===== src/rtl/kvpi_pkg.sv =====
package kvpi_pkg;
  typedef enum logic [1:0] {
    CLP_NONE = 2'd0,
    CLP_LO   = 2'd1,
    CLP_HI   = 2'd2
  } clamp_e;
endpackage


===== src/rtl/kvpi_err_peak.sv =====
// Forms the signed error and holds its maximum over one inverter cycle.
module kvpi_err_peak #(
  parameter int W = 12
) (
  input  logic                clk,
  input  logic                rst_n,
  input  logic                en,
  input  logic                stb,
  input  logic [W-1:0]        dem,
  input  logic [W-1:0]        meas,
  output logic signed [W:0]   pk_use
);
  localparam logic signed [W:0] NEG_FLOOR = {1'b1, {W{1'b0}}};

  logic signed [W:0] err;
  logic signed [W:0] pk_q;
  logic signed [W:0] pk_d;

  assign err = $signed({1'b0, dem}) - $signed({1'b0, meas});

  // the strobe edge itself is part of the window
  always_comb pk_use = (err > pk_q) ? err : pk_q;

  always_comb begin
    pk_d = pk_q;
    if (!en || stb) pk_d = NEG_FLOOR;
    else            pk_d = pk_use;
  end

  always_ff @(posedge clk or negedge rst_n) begin
    if (!rst_n) pk_q <= NEG_FLOOR;
    else        pk_q <= pk_d;
  end
endmodule


===== src/rtl/kvpi_law.sv =====
// Combinational PI step: terms, saturation, output clamp, anti-windup.
module kvpi_law
  import kvpi_pkg::*;
#(
  parameter int W    = 12,
  parameter int G    = 8,
  parameter int SH   = 4,
  parameter int IW   = 16,
  parameter int DW   = 16,
  parameter int DMIN = 32
) (
  input  logic signed [W:0]    pk,
  input  logic [G-1:0]         kp,
  input  logic [G-1:0]         ki,
  input  logic signed [IW-1:0] integ_q,
  input  logic [DW-1:0]        res_lim,
  output logic [DW-1:0]        dly_nx,
  output logic signed [IW-1:0] integ_nx,
  output clamp_e               clamp
);
  localparam int PW = W + G + 2;
  localparam int CW = ((PW > IW) ? PW : IW) + 1;
  localparam int SW = CW + 1;
  localparam int RW = ((SW > DW + 1) ? SW : DW + 1) + 1;
  localparam logic signed [CW-1:0] I_HI   = CW'((64'sd1 <<< (IW - 1)) - 64'sd1);
  localparam logic signed [CW-1:0] I_LO   = -I_HI;
  localparam logic signed [RW-1:0] DMIN_X = RW'(DMIN);

  logic signed [PW-1:0] pk_x, p_term, i_inc;
  logic signed [CW-1:0] cand, cand_sat;
  logic signed [SW-1:0] sum;
  logic signed [RW-1:0] raw, lim_x;
  logic                 hold;

  assign pk_x   = PW'(pk);
  assign p_term = (pk_x * $signed(PW'({1'b0, kp}))) >>> SH;
  assign i_inc  = (pk_x * $signed(PW'({1'b0, ki}))) >>> SH;

  assign cand = CW'(integ_q) + CW'(i_inc);

  always_comb begin
    if (cand > I_HI)      cand_sat = I_HI;
    else if (cand < I_LO) cand_sat = I_LO;
    else                  cand_sat = cand;
  end

  assign sum   = SW'(p_term) + SW'(cand_sat);
  assign lim_x = RW'($signed({1'b0, res_lim}));
  assign raw   = lim_x - RW'(sum);

  always_comb begin
    if (raw > lim_x) begin
      clamp  = CLP_HI;
      dly_nx = res_lim;
    end else if (raw < DMIN_X) begin
      clamp  = CLP_LO;
      dly_nx = DW'(DMIN);
    end else begin
      clamp  = CLP_NONE;
      dly_nx = raw[DW-1:0];
    end
  end

  assign hold     = ((clamp == CLP_HI) && (i_inc < 0)) ||
                    ((clamp == CLP_LO) && (i_inc > 0));
  assign integ_nx = hold ? integ_q : cand_sat[IW-1:0];
endmodule


===== src/rtl/kv_pi_delay.sv =====
module kv_pi_delay
  import kvpi_pkg::*;
#(
  parameter int W    = 12,
  parameter int G    = 8,
  parameter int SH   = 4,
  parameter int IW   = 16,
  parameter int DW   = 16,
  parameter int DMIN = 32
) (
  input  logic          clk,
  input  logic          rst_n,
  input  logic          reg_en,
  input  logic          cyc_stb,
  input  logic [W-1:0]  kv_dem,
  input  logic [W-1:0]  kv_meas,
  input  logic [G-1:0]  kp,
  input  logic [G-1:0]  ki,
  input  logic [DW-1:0] res_lim,
  output logic [DW-1:0] delay,
  output logic          dly_vld
);
  logic [1:0]           rs_q;
  logic                 rst_i;
  logic signed [W:0]    pk_use;
  logic signed [IW-1:0] integ_q, integ_d, integ_nx;
  logic [DW-1:0]        dly_q, dly_d, dly_nx;
  logic                 vld_q, vld_d;
  clamp_e               clamp;

  // asynchronous assert, synchronous release
  always_ff @(posedge clk or negedge rst_n) begin
    if (!rst_n) rs_q <= 2'b00;
    else        rs_q <= {rs_q[0], 1'b1};
  end
  assign rst_i = rs_q[1];

  kvpi_err_peak #(.W(W)) u_peak (
    .clk    (clk),
    .rst_n  (rst_i),
    .en     (reg_en),
    .stb    (cyc_stb),
    .dem    (kv_dem),
    .meas   (kv_meas),
    .pk_use (pk_use)
  );

  kvpi_law #(
    .W(W), .G(G), .SH(SH), .IW(IW), .DW(DW), .DMIN(DMIN)
  ) u_law (
    .pk       (pk_use),
    .kp       (kp),
    .ki       (ki),
    .integ_q  (integ_q),
    .res_lim  (res_lim),
    .dly_nx   (dly_nx),
    .integ_nx (integ_nx),
    .clamp    (clamp)
  );

  always_comb begin
    integ_d = integ_q;
    dly_d   = dly_q;
    vld_d   = 1'b0;
    if (!reg_en) begin
      integ_d = '0;
    end else if (cyc_stb) begin
      integ_d = integ_nx;
      dly_d   = dly_nx;
      vld_d   = 1'b1;
    end
  end

  always_ff @(posedge clk or negedge rst_i) begin
    if (!rst_i) begin
      integ_q <= '0;
      dly_q   <= '0;
      vld_q   <= 1'b0;
    end else begin
      integ_q <= integ_d;
      dly_q   <= dly_d;
      vld_q   <= vld_d;
    end
  end

  assign delay   = dly_q;
  assign dly_vld = vld_q;
endmodule


===== config.mk =====
export PLATFORM = sky130hd
export DESIGN_NAME = kv_pi_delay
export DESIGN_NICKNAME = d
export VERILOG_FILES = /design/src/rtl/kvpi_pkg.sv /design/src/rtl/kvpi_err_peak.sv /design/src/rtl/kvpi_law.sv /design/src/rtl/kv_pi_delay.sv
export SDC_FILE = /design/constraint.sdc
export NUM_CORES = 1
export LEC_CHECK = 0
export ABC_CLOCK_PERIOD_IN_PS = 1300
export BUFFER_PORTS_ARGS = -buffer_cell sky130_fd_sc_hd__buf_4
export CORE_MARGIN = 2
export CORE_UTILIZATION = 55
export DETAILED_ROUTE_END_ITERATION = 10
export GPL_TIMING_DRIVEN = 0
export PLACE_DENSITY = 0.81
export SLEW_MARGIN = 30
export SYNTH_ARGS = -nofsm -noshare
export SYNTH_HDL_FRONTEND = slang
export SYNTH_SLANG_ARGS = --single-unit
export TNS_END_PERCENT = 20

===== constraint.sdc =====
create_clock -name clk -period 1.3 [get_ports clk]
set_input_delay 0 -clock clk [delete_from_list [all_inputs] [get_ports clk]]
set_output_delay 0 -clock clk [all_outputs]
set_load 0.01 [all_outputs]

# --- Yosys cells after proc, flatten, opt, wreduce, memory -nomap -nowiden ---
# Cells that the tools add are included.
classes:
  addsub: 4
  multipliers: 2
  magnitude_cmp: 7
  eq_ne: 4
  n_mux: 13
  reduce_logical: 7
ops:
  columns: ["op", "n"]
  rows:
  - ["$mux 16", 5]
  - ["$mux 23", 2]
  - ["$mul 13x9->22", 2]
  - ["$mux 13", 2]
  - ["$gt 25x17->1", 1]
  - ["$lt 25x7->1 const B", 1]
  - ["$sub 17x24->25", 1]
  - ["$add 18x23->24", 1]
  - ["$gt 23x16->1 const B", 1]
  - ["$lt 23x16->1 const B", 1]
  - ["$add 16x18->19", 1]
  - ["$gt 18x1->1 const B", 1]
  - ["$lt 18x1->1 const B", 1]
  - ["$gt 13x13->1", 1]
  - ["$sub 12x12->13", 1]
  - ["$reduce_and 2->1", 2]
  - ["$mux 1", 3]
  - ["$eq 2x1->1 const B", 1]
  - ["$eq 2x2->1 const B", 1]
  - ["$logic_and 1x1->1", 2]
  - ["$logic_or 1x1->1", 2]
  - ["$mux 2", 1]
  - ["$ne 2x1->1 const B", 1]
  - ["$ne 2x2->1 const B", 1]
  - ["$logic_not 1->1", 1]
totals:
  register_bits: 48
  in_bits: 60
  output_inout_bits: 17
  word_cells: 42

# --- Depth between registers and ports, before layout ---
depth:
  ltp_word: 19
  depth_mapped: 74
  ltp_nobuf: 69

# --- Cells and area by module ---
# Synthesis repeated with hierarchy kept, for this count alone.
hier_totals:
  cells_unflattened: 1737
  area_unflattened_um2: 14782.9
by_module_without_submodules:
  columns: ["module", "instances", "cells_each", "area_per_inst_um2"]
  rows:
  - ["kvpi_law", 1, 1444, 11700.0]
  - ["kvpi_err_peak", 1, 203, 1684.1]
  - ["kv_pi_delay", 1, 90, 1398.8]

# --- Worst setup path after synthesis ---
# No wires, ideal clock.
synth_timing:
  path_type: "input -> register"
  start: "in kv_dem[0]"
  end: "reg dly_q[0] (netlist: delay[0])"
  setup_ps: 82
  t_arrival_ps: 15358
  slack_ps: -14140
  stages: 71
  path_cell_list: "inv_1 ha_1 fa_1 nor2b_1 o21ai_0 a21boi_0 o21ai_0 a21boi_0 o21ai_0 a21boi_0 o21ai_0 nand2b_1 xor2_1 ha_1 nand4_1 nor3_1 o22ai_1 nor2_1 [... 35 more ...] o211ai_1 and3_1 a211o_1 a21oi_1 xor2_1 inv_1 ha_1 and3_1 o21ai_0 a2111oi_0 a211oi_1 o31a_1 nand2b_1 buf_2 clkbuf_1 clkbuf_1 nand2_1 a31oi_1"
synth_via:
  elab_chain_cells: 13
  word_cells_on_any_way: 16
synth_lines:
  columns: ["item", "line_no", "rtl"]
  rows:
  - ["from (decl)", "kv_pi_delay.sv:15", "input logic [W-1:0] kv_dem,"]
  - ["$sub 12x12->13 (*)", "kvpi_err_peak.sv:19", "assign err = $signed({1'b0, dem}) - $signed({1'b0, meas});"]
  - ["$gt 13x13->1", "kvpi_err_peak.sv:22", "always_comb pk_use = (err > pk_q) ? err : pk_q;"]
  - ["$mux 13 (*)", "kvpi_err_peak.sv:22", null]
  - ["$mul 13x9->22", "kvpi_law.sv:37", "assign i_inc = (pk_x * $signed(PW'({1'b0, ki}))) >>> SH;"]
  - ["$add 16x18->19", "kvpi_law.sv:39", "assign cand = CW'(integ_q) + CW'(i_inc);"]
  - ["$lt 23x16->1", "kvpi_law.sv:43", "else if (cand < I_LO) cand_sat = I_LO;"]
  - ["$mux 23", "kvpi_law.sv:43", null]
  - ["$mux 23", "kvpi_law.sv:42", "if (cand > I_HI) cand_sat = I_HI;"]
  - ["$add 18x23->24 (*)", "kvpi_law.sv:47", "assign sum = SW'(p_term) + SW'(cand_sat);"]
  - ["$sub 17x24->25 (*)", "kvpi_law.sv:49", "assign raw = lim_x - RW'(sum);"]
  - ["$lt 25x7->1", "kvpi_law.sv:55", "end else if (raw < DMIN_X) begin"]
  - ["$mux 16", "kvpi_law.sv:55", null]
  - ["$mux 16 (*)", "kvpi_law.sv:52", "if (raw > lim_x) begin"]
  - ["to (signal assigned)", "kv_pi_delay.sv:81", "dly_q <= dly_d;"]
  - ["to (decl)", "kv_pi_delay.sv:27", "logic [DW-1:0] dly_q, dly_d, dly_nx;"]
# Mark *: on every way between the ends. The rest lies on a longest branch, timed or not.
# A chain may end at the register's enable or synchronous reset.

# --- Worst setup path in the final report ---
layout_timing:
  start: "in kv_meas[1]"
  end: "reg integ_q[8]"
layout_via:
  elab_chain_cells: 18
  word_cells_on_any_way: 28
layout_lines:
  columns: ["item", "line_no", "rtl"]
  rows:
  - ["from (decl)", "kv_pi_delay.sv:16", "input logic [W-1:0] kv_meas,"]
  - ["$sub 12x12->13 (*)", "kvpi_err_peak.sv:19", null]
  - ["$gt 13x13->1", "kvpi_err_peak.sv:22", null]
  - ["$mux 13 (*)", "kvpi_err_peak.sv:22", null]
  - ["$mul 13x9->22", "kvpi_law.sv:37", null]
  - ["$add 16x18->19", "kvpi_law.sv:39", null]
  - ["$lt 23x16->1", "kvpi_law.sv:43", null]
  - ["$mux 23", "kvpi_law.sv:43", null]
  - ["$mux 23", "kvpi_law.sv:42", null]
  - ["[... 2 more ...]", null, null]
  - ["$lt 25x7->1", "kvpi_law.sv:55", null]
  - ["$mux 1", "kvpi_law.sv:55", null]
  - ["$mux 2", "kvpi_law.sv:52", null]
  - ["$eq 2x2->1 or $eq 2x1->1 (tied branches)", "kvpi_law.sv:64, kvpi_law.sv:65", null]
  - ["$logic_and 1x1->1, on equally long branches", "kvpi_law.sv:64, kvpi_law.sv:65", null]
  - ["$logic_or 1x1->1", "kvpi_law.sv:64", "assign hold = ((clamp == CLP_HI) && (i_inc < 0)) ||"]
  - ["$ne 2x2->1 (no line)", null, null]
  - ["$reduce_and 2->1 (no line)", null, null]
  - ["to (signal assigned)", "kv_pi_delay.sv:80", "integ_q <= integ_d;"]
  - ["to (decl)", "kv_pi_delay.sv:26", "logic signed [IW-1:0] integ_q, integ_d, integ_nx;"]
# Mark *: on every way between the ends. The rest lies on a longest branch, timed or not. The select of a mux whose other input is x is not followed.

==> metrics.md <==
| Metric | Value |
|---|---|
| Die area | `between 20000 and 30000 µm²` |
| Crit end category | `flop` |
| Die Span X | `161.6 µm` |
| Max FO, Critical Path | `7` |
| Gp weighted congestion | `between 0.9 and 1` |
| Layout cells sized above 1 | `0.1938` |
| Failing checks | `negative setup slack` |
| Total grt overflow | `0` |
| Worst Path Arrival | `~15 ns` |
| Cell mode on critical path | `inv_1` |
| Post-synth EDFFs | `0` |
| Clock Latency Late Sink | `0.31 ns` |
| CTS tree | `yes` |
| Die Span Y | `about 160 µm` |
| Post-Route WL | `~40000 µm` |
| Crit path launch type | `input port` |
| Starting Density | `0.5602` |
| Syn Area/Cell | `8.445 µm²` |
| Overall Global Routing Usage | `0.2968` |
| Post-synthesis cell area | `~14000 µm²` |
| Final setup violating endpoints | `45` |
| Root Buffer | `clkbuf_16` |
| Clk pin slew, worst setup/hold paths | `around 0.070 ns` |
| Core ar. | `approximately 24000 µm²` |
| Multi-input logic area | `11870 µm²` |
| Crit path time final | `between 15 and 20 ns` |
| Fin. max-slew vios | `0` |
| Initial DRC Count | `about 970` |
| # rows | `between 50 and 60` |
| Vias in the first global route | `around 12k` |
| Seq cells post-synth | `between 40 and 50` |
| Slew margin rel. | `0.5359` |
| Cell family with most CP delay | `adder cells` |
| Post-route ant nets | `0` |
| Final hold vios | `0` |
| Largest net degree at the start of global routing | `between 40 and 50` |
| Most common cell after layout, fill and taps aside | `inv_1` |
| Maxcap violations | `0` |
| Worst Hold Class | `input port to async pin` |
| Final Cycle Share | `11.75` |
| Yosys warning total | `0` |
| Detailed Place HPWL | `between 20000 and 30000 µm` |
| Post-synthesis cell count | `1618` |
| Clock Path Buffers | `2` |
| Buffers on Ports | `76` |
| Most frequent cells in the layout | `inv_1 (304), fa_1 (180), buf_4 (150)` |
| # nets final | `~2.2k` |
| Buf/Inv on CP | `14` |
| Final worst setup slack | `-13.98 ns` |
| Synth Net Count | `just over 2k` |
| Sequential element share of the synthesized area | `0.08800` |
| Slew @ Worst Pin | `0.6898 ns` |
| Critical Path Max Stage Delay | `~0.56 ns` |
| Synth async-reset ratio | `1.000` |
| CTS H-tree lvls | `2` |
| Required @ worst endpoint | `roughly 1.5 ns` |
| Synth-to-layout area growth | `22.16%` |
| Critical path type | `input port to flop` |
| Worst clock skew | `around 0.0099 ns` |
| # fillers | `around 1.8k` |
| Ant. Diodes | `0` |
| RSZ-0062 raised after global routing | `true` |
| DR pass1 iterations | `5` |
| Most used flip-flop cell after synthesis | `dfrtp_1` |
| Register area | `between 1000 and 1500 µm²` |
| Vias per inst | `roughly 5.8` |
| # IOs | `77` |
| Initial antenna violation count | `0` |
| Status | `finished, violations left` |
| WHS | `0.006800 ns` |
| Fmax | `0.06546 GHz` |
| Total CTS buffers | `5` |
| Routed WL per cell | `about 19 µm` |
| Total clock sinks | `48` |
| First-pass GRT wire length | `between 60000 and 70000 µm` |
| Netlist cell types | `78` |
| Total number of vias | `about 12k` |
| # DRC | `0` |
| Slowest CP cell | `fa_1` |
[final cells by class]
cell class / instances / area share
buffer: 47 / 0.02346
clock buffer: 6 / 0.008320
clock inverter: 2 / 0.002324
inverter: 314 / 0.07106
multi-input combinational: 1206 / 0.7113
sequential: 48 / 0.07226
tap: 324 / 0.02429
timing repair buffer: 178 / 0.08695
[final timing paths]
kind / cells after the start / slack [ns] / endpoint / startpoint
setup / recovery: 71 / -13.98 / integ_q[8]$_DFFE_PN0P_ / kv_meas[1]
setup reg to reg: 64 / -13.75 / integ_q[8]$_DFFE_PN0P_ / u_peak.pk_q[1]$_DFF_PN0_
max in group asynchronous: 0 / 0.49 / delay[15]$_DFFE_PN0P_ / rs_q[1]$_DFF_PN0_
hold / removal: 2 / 0.007 / rs_q[1]$_DFF_PN0_ / rst_n
hold reg to reg: 0 / 0.35 / u_peak.pk_q[7]$_DFF_PN0_ / rs_q[1]$_DFF_PN0_
min in group clk: 3 / 0.01 / delay[14]$_DFFE_PN0P_ / res_lim[14]
[layer usage]
metal  up-vias  global-route usage  part of all wire
li1       5664                   -                 -
met1      6040              0.3827              0.40
met2       549              0.5054              0.48
met3       131             0.04109             0.062
met4         0              0.1203             0.049
met5         -                   0                 0
[repair_timing]
| action | CTS | global route |
|---|---|---|
| endpoints found under the setup margin | 45 | 45 |
| hold buffers | 9 | 0 |
| buffers inserted | 61 | 27 |
| pin swaps | 56 | 68 |
| resized for setup | 97 | 81 |
| hold endpoints to repair | 10 | 0 |
| cloned | 2 | 2 |
[per-stage QoR]
step                setup TNS (ns)  area [µm²]  std cells    util  setup slack, ns
finish                     -475.39       16690       2125  0.6844           -13.98
global route               -495.47       16690       2125  0.6844           -14.52
CTS                        -459.68       16100       2098  0.6599           -13.60
detailed placement         -527.16       14940       2019  0.6124           -15.59
global placement           -545.44       14920       2018  0.6119           -15.08
floorplan                  -438.45       13950       1618       -           -12.86
[cell usage after synthesis (11+ instances only)]
master / number / area, µm²
a31oi_1: 23 / 143.9
nand2_1: 146 / 548.0
o21a_1: 21 / 157.7
dfrtp_1: 47 / 1176
nor2_1: 66 / 247.7
or3_1: 15 / 93.84
ha_1: 165 / 2064
fa_1: 186 / 3724
a211oi_1: 15 / 112.6
xnor2_1: 49 / 429.2
nand3_1: 11 / 55.05
clkbuf_1: 46 / 172.7
nor2b_1: 18 / 112.6
o211ai_1: 12 / 90.09
and2_1: 126 / 788.3
a21o_1: 33 / 247.7
a21oi_1: 52 / 260.3
nor3_1: 15 / 75.07
inv_1: 313 / 1175
a22o_1: 15 / 131.4
mux2_2: 18 / 202.7
nor4_1: 12 / 75.07
xor2_1: 21 / 183.9
o21ai_0: 56 / 280.3
[kinds of logic after synthesis]
group | synth area share
other cells | 0.0002744
flops | 0.08800
compound gates | 0.1546
xor+xnor | 0.04487
buf+inv | 0.1003
mux | 0.01776
simple gates | 0.1699
fa+ha+maj | 0.4243
[state kept, by name, summed over array words and instances, names as in the netlist]
| signal | cells |
|---|---|
| dly_vld | 1 |
| integ_q | 16 |
| rs_q | 2 |
| delay | 16 |
| u_peak.pk_q | 13 |
Power is not shown: default switching activity piles up to over one toggle a cycle in this logic, so the estimate is an artifact.
